==> config.mk <==
export PLATFORM = sky130hd
export DESIGN_NAME = rx_err_fifo
export DESIGN_NICKNAME = d
export VERILOG_FILES = /design/src/rtl/rx_err_fifo.sv
export SDC_FILE = /design/constraint.sdc
export NUM_CORES = 2
export LEC_CHECK = 0
export BUFFER_PORTS_ARGS = -buffer_cell sky130_fd_sc_hd__buf_4
export CORE_ASPECT_RATIO = 1.25
export CORE_MARGIN = 2
export CORE_UTILIZATION = 50
export DETAILED_ROUTE_END_ITERATION = 10
export HOLD_SLACK_MARGIN = 0.05
export PLACE_DENSITY = 0.65
export SLEW_MARGIN = 20
export SYNTH_ARGS = -nofsm -noshare
export SYNTH_HDL_FRONTEND = slang
export SYNTH_SLANG_ARGS = --single-unit
==> constraint.sdc <==
create_clock -name clk -period 7.15 [get_ports clk]
set_input_delay 0.3575 -clock clk [delete_from_list [all_inputs] [get_ports clk]]
set_output_delay 0.3575 -clock clk [all_outputs]
set_load 0.01 [all_outputs]
==> src/rtl/rx_err_fifo.sv <==
module rx_err_fifo #(
  parameter int DEPTH = 128,
  parameter int DW    = 8
) (
  input  logic          clk,
  input  logic          rst_n,
  input  logic          push_i,
  input  logic [DW-1:0] push_data_i,
  input  logic          push_par_i,
  input  logic          push_frm_i,
  input  logic          push_brk_i,
  input  logic          data_rd_i,
  input  logic          stat_rd_i,
  input  logic          lsi_en_i,
  output logic [DW-1:0] head_data_o,
  output logic          data_ready_o,
  output logic          overrun_o,
  output logic          par_err_o,
  output logic          frm_err_o,
  output logic          brk_err_o,
  output logic          fifo_err_o,
  output logic          irq_o
);
  localparam int AW = $clog2(DEPTH);
  localparam int CW = AW + 1;
  localparam int EW = DW + 3;
  localparam logic [AW-1:0] LAST = AW'(DEPTH - 1);
  localparam logic [CW-1:0] FULLC = CW'(DEPTH);

  logic [EW-1:0] mem [DEPTH];
  logic [AW-1:0] wptr, rptr;
  logic [CW-1:0] cnt, err_cnt;
  logic          ovr;

  logic          empty, full, do_pop, do_push, lost, new_tag, head_tag;
  logic [EW-1:0] head;

  assign empty    = (cnt == '0);
  assign full     = (cnt == FULLC);
  assign do_pop   = data_rd_i && !empty;
  assign do_push  = push_i && (!full || do_pop);
  assign lost     = push_i && !do_push;
  assign new_tag  = push_par_i | push_frm_i | push_brk_i;
  assign head     = empty ? '0 : mem[rptr];
  assign head_tag = |head[EW-1:DW];

  always_ff @(posedge clk) begin
    if (do_push) mem[wptr] <= {push_brk_i, push_frm_i, push_par_i, push_data_i};
  end

  always_ff @(posedge clk or negedge rst_n) begin
    if (!rst_n) begin
      wptr    <= '0;
      rptr    <= '0;
      cnt     <= '0;
      err_cnt <= '0;
      ovr     <= 1'b0;
    end else begin
      if (do_push) wptr <= (wptr == LAST) ? '0 : wptr + 1'b1;
      if (do_pop)  rptr <= (rptr == LAST) ? '0 : rptr + 1'b1;
      cnt     <= cnt + CW'(do_push) - CW'(do_pop);
      err_cnt <= err_cnt + CW'(do_push && new_tag) - CW'(do_pop && head_tag);
      if (lost)           ovr <= 1'b1;
      else if (stat_rd_i) ovr <= 1'b0;
    end
  end

  assign head_data_o  = head[DW-1:0];
  assign par_err_o    = head[DW];
  assign frm_err_o    = head[DW+1];
  assign brk_err_o    = head[DW+2];
  assign data_ready_o = !empty;
  assign overrun_o    = ovr;
  assign fifo_err_o   = (err_cnt != '0);
  assign irq_o        = lsi_en_i && (fifo_err_o || ovr);
endmodule

# Word-level counts from Yosys, hierarchy flattened
# Memories as Yosys holds them, arrays and structs flattened.
# Index checks and enable logic that the tools add are counted.
dict set report totals {
  regBits 31
  inputBits 17
  wordCells 39
  romBits 0
  n_memories 1
  latch_bits 0
  ramBits 1408
  out_inout_bits 15
}
# memory depth word_bits rd rd_clocked_by_memory_dff wr line_no
set mem_list {}
lappend mem_list {mem 128 11 1 0 1 30} ;# logic [EW-1:0] mem [DEPTH];
dict set report op_classes {
  shift 0
  n_eq_ne 3
  mux 7
  magnitude_cmp 0
  bitwise 2
  n_reduce_logical 15
  div_mod_pow 0
  add_sub_neg 6
  multipliers 0
}
# op n
set op_table {}
lappend op_table {{adder 8 x 1 -> 8 bit} 2}
lappend op_table {{subtractor 8 x 1 -> 8 bit} 2}
lappend op_table {{adder 7 x 1 -> 7 bit (second input constant)} 2}
lappend op_table {{equality test 7 bit (second input constant)} 2}
lappend op_table {{two-way mux 7 bit} 2}
lappend op_table {{two-way mux 11 bit} 1}
lappend op_table {{equality test 8 bit (second input constant)} 1}
lappend op_table {{zero test 8 bit} 1}
lappend op_table {{nonzero test 8 bit} 1}
lappend op_table {{logical AND 1 bit} 6}
lappend op_table {{two-way mux 1 bit} 4}
lappend op_table {{zero test 1 bit} 3}
lappend op_table {{OR reduction 3 bit} 1}
lappend op_table {{logical OR 1 bit} 2}
lappend op_table {{OR 1 bit} 2}
lappend op_table {{nonzero test 2 bit} 1}

# Logic depth before layout (Yosys ltp)
dict set report logic_depth {
  word_depth 8
  mapped_depth 22
  ltp_nobuf 18
}

# Least setup slack after synthesis
# OpenSTA, ideal clock, no wires.
dict set report synth_timing {
  path_type {flip-flop to flip-flop}
  from {register rptr[1]}
  to {register err_cnt[6]}
  setup_time_ps 80
  t_arrival_ps 4163
  path_stages_with_launch 20
  t_required_ps 7070
  path_buffers 4
  synth_period_minus_slack_ps 4243
  slack_ps 2907
  cell_sequence {dfrtp_1 > buf_2 > buf_6 > buf_2 > buf_1 > mux4_2 > a221oi_1 > o21ai_1 > o311a_1 > o31a_1 > ha_1 > inv_1 > ha_1 > fa_1 > a21oi_1 > nor2_1 > o21ai_0 > a21oi_1 > nor2_1 > xnor2_1}
}
dict set report synth_between {
  elab_chain_cells 5
}
# item line_no
set synth_lines {}
lappend synth_lines {{start: declaration} 31} ;# logic [AW-1:0] wptr, rptr;
lappend synth_lines {{start signal: assignment} 60} ;# if (do_pop) rptr <= (rptr == LAST) ? '0 : rptr + 1'b1;
lappend synth_lines {{memory read (128 x 11 bit)} --}
lappend synth_lines {{two-way mux 11 bit} 44} ;# assign head = empty ? '0 : mem[rptr];
lappend synth_lines {{via brk_err_o} 20} ;# output logic brk_err_o,
lappend synth_lines {{OR reduction 3 bit} 45} ;# assign head_tag = |head[EW-1:DW];
lappend synth_lines {{logical AND 1 bit} 62} ;# err_cnt <= err_cnt + CW'(do_push && new_tag) - CW'(do_pop && head_tag);
lappend synth_lines {{subtractor 8 x 1 -> 8 bit} 62}
lappend synth_lines {{end signal: assignment} 62}
lappend synth_lines {{end: declaration} 32} ;# logic [CW-1:0] cnt, err_cnt;
# The timed path passes the listed nets, and every way through them passes these cells.
# A chain may end at the register's enable or synchronous reset.

# Worst setup path after layout
dict set report layout_timing {
  from {register rptr[0]}
  to {output port head_data_o[2]}
}
dict set report layout_between {
  elab_chain_cells 2
}
# item line_no
set layout_lines {}
lappend layout_lines {{memory read (128 x 11 bit)} --}
lappend layout_lines {{two-way mux 11 bit} 44}
lappend layout_lines {{end: declaration} 15} ;# output logic [DW-1:0] head_data_o,
# No other way between the ends.

==> metrics.txt <==
status=complete, no violations; clock sink count=roughly 1.4k; Crit Reg-Reg Startpoint=rptr[0]; IO Pins=32; Worst EP arrival=5.32 ns; antenna viol nets, final=0; CP Capture Type=output pin; most common cell after layout, fill and taps aside=edfxtp_1; Slew Limit Headroom=23.25%; reg2reg end=err_cnt[6]; post-synth net total=2470; FFs w/ async S/R, synth=2.154%; Crit Path Category=flop to output pin; first-pass GRT wire length=188.8 mm; Post-CTS Setup Repair Bufs=0; Die X-Extent=roughly 300 um; Clock Root Buffer=clkbuf_16; Main synth FF type=edfxtp_1; final setup fails=0; Worst Hold Class=input port to asynchronous set/reset pin; Net count, final=between 2k and 3k; CTS buffer count=135; Die ar.=approximately 0.11 mm^2; Clock transition at path regs=0.06 ns; logic gate share of total power=29.0%; DR pass1 iterations=5; residual DRC count=0; quantity of I/O buffers inserted on ports=31; die height=377.8 um; P_leak=19.52 nW; H-Tree Depth=4; CP max FO=35; aggregate global routing overflow=0; Worst Skew=0.02022 ns; PwrDens=380.0 mW/mm^2; flop2flop setup slack=1.75 ns; Synth area leader=edfxtp_1; Pint=16.70 mW; clk_lat worst skew=about 0.77 ns; Power Total=23.80 mW; initial antenna violation count=3; Setup TNS=0 ns; largest net degree at the start of global routing=105; Max Buffers Root-to-Sink=3; Worst-Margin Slew=1.151 ns; CTS tree=done; synthesized instance count=2426; Reg power frac=around two fifths; yosys warns=0; most frequent cells in the layout=edfxtp_1 (1408), mux4_2 (429), clkbuf_16 (143), buf_4 (121), nor2_1 (75); row count=about 140; switch share=29.84%; final count of hold timing violations=0; share of layout cells above drive strength 1=30.96%; max_cap viols=0; final core utilization=56.30%; effective utilization at floorplan=50.24%; via count=25.44k; crit path from=rptr[0]; final RePlAce weighted congestion=between 0.8 and 0.9; maximum VDD drop=262.2 uV; RSZ-0062 raised after global routing=false; synth top area cells=edfxtp_1 (76%), mux4_2 (17%), dfrtp_1 (1.4%), nor2_1 (1.0%), buf_2 (0.60%); n_diodes=0; number of vias per cell=roughly 6.2; Pins Over Slew Limit=0; EDFF count, synth=1408; core area=0.1112 mm^2; Worst Path Required=between 6 and 7 ns; Seq cells post-synth=roughly 1.4k; FF-to-FF path depth=17; Clock power frac=29.5%; drt first-iter violations=2923; Tmin final=5.680 ns; routed len/inst=31.22 um; post-synth cell types=53; crit start category=flop; total track usage=23.28%; maximum clock rate=between 150 and 200 MHz; register area share after synthesis=77.03%; final wirelength=128.9 mm; period utilization=79.43%; vias in the first global route=26.91k; area delta synth->final=12.06%; Mapped Area=0.05589 mm^2; NetSw=between 7 and 8 mW; Synth top area share=between 70% and 80%; Avg Inst Size Synth=23.04 um^2; hpwl dp=around 80 mm
## cell type report
type	instances	area, um^2
fillers	7981	48610
repair buffers	131	1050
flip-flops and latches	1439	43070
well taps	1459	1826
clock buffers	176	3732
inverters	30	112.6
multi-input cells	832	12290
clock inverters	63	549.3
## worst max-delay path, stage by stage, from the launching register on
cell	delay (ns)
dfrtp_4	0.90
buf_12	0.35
buf_4	0.39
buf_4	0.59
mux4_2	0.64
mux4_2	0.57
mux4_2	0.60
a22o_1	0.28
buf_4	0.15
## routing by layer
metal	share of wire, %	global-route usage, %	vias to the layer above	wire [um]
met2	54	40.96	950	69510
met4	2.8	7.584	4	3646
met3	6.4	4.083	196	8214
met1	37	29.29	13730	47550
met5	0.021	0	-	27
li1	-	-	10560	-
## cells by family after synthesis
kind of cell,share of synthesized area [%]
fa+ha+maj,0.6313
compound gates,1.287
simple gates,1.809
flops,77.03
mux,17.62
buf+inv,1.312
xor+xnor,0.3134
## Yosys cell counts (all sizes together) (2+ instances only)
cell type,count
a211o,2
a211oi,3
a21boi,2
a21o,2
a21oi,15
a221oi,5
a22o,17
a22oi,14
a31oi,3
a32oi,2
and2,7
and4,2
buf,86
clkbuf,39
dfrtp,31
edfxtp,1408
fa,2
ha,25
inv,29
mux2,4
mux2i,14
mux4,429
nand2,34
nand2b,2
nand3,16
nand4,6
nor2,149
nor2b,13
nor3,2
o211ai,2
o21ai,17
o21bai,4
o22ai,4
o31ai,4
xnor2,12
xor2,8
## how the worst max path moves through the flow
stage	to	cells after the start
after floorplan	err_cnt[6]	19
after global placement	err_cnt[6]	17
after detailed placement	err_cnt[6]	17
after CTS	head_data_o[2]	8
after global routing	head_data_o[1]	8
final	head_data_o[2]	8
## stage by stage
stage | instance area (um^2) | hold WS (ns) | setup WS [ns] | instances
2_1_floorplan | 55890 | 0.06191 | 2.907 | 2426
3_3_place_gp | 58110 | 0.3307 | 1.625 | 3886
3_5_place_dp | 58220 | 0.3427 | 1.694 | 3886
4_1_cts | 62550 | 0.07181 | 1.352 | 4130
5_1_grt | 62640 | 0.1089 | 1.156 | 4130
6_report | 62640 | 0.1062 | 1.470 | 4130
## power by group through the flow
stage | Sequential (mW) | Combinational (mW) | Clock [mW]
2_1_floorplan | 9.71 | 4.82 | 0
3_3_place_gp | 10.1 | 6.89 | 0
3_5_place_dp | 10.1 | 6.97 | 0
4_1_cts | 9.89 | 6.99 | 7.11
5_1_grt | 9.92 | 7.24 | 7.43
6_report | 9.89 | 6.90 | 7.02
## flip-flops by register name, indices dropped and copies added (netlist names)
signal     count
overrun_o      1
mem         1408
rptr           7
err_cnt        8
wptr           7
cnt            8
## repair_timing
item,CTS,global route
endpoints found under the hold margin,92,0
hold buffers,5,0
resized for setup,0,0
(Power assumes the default switching activity.)
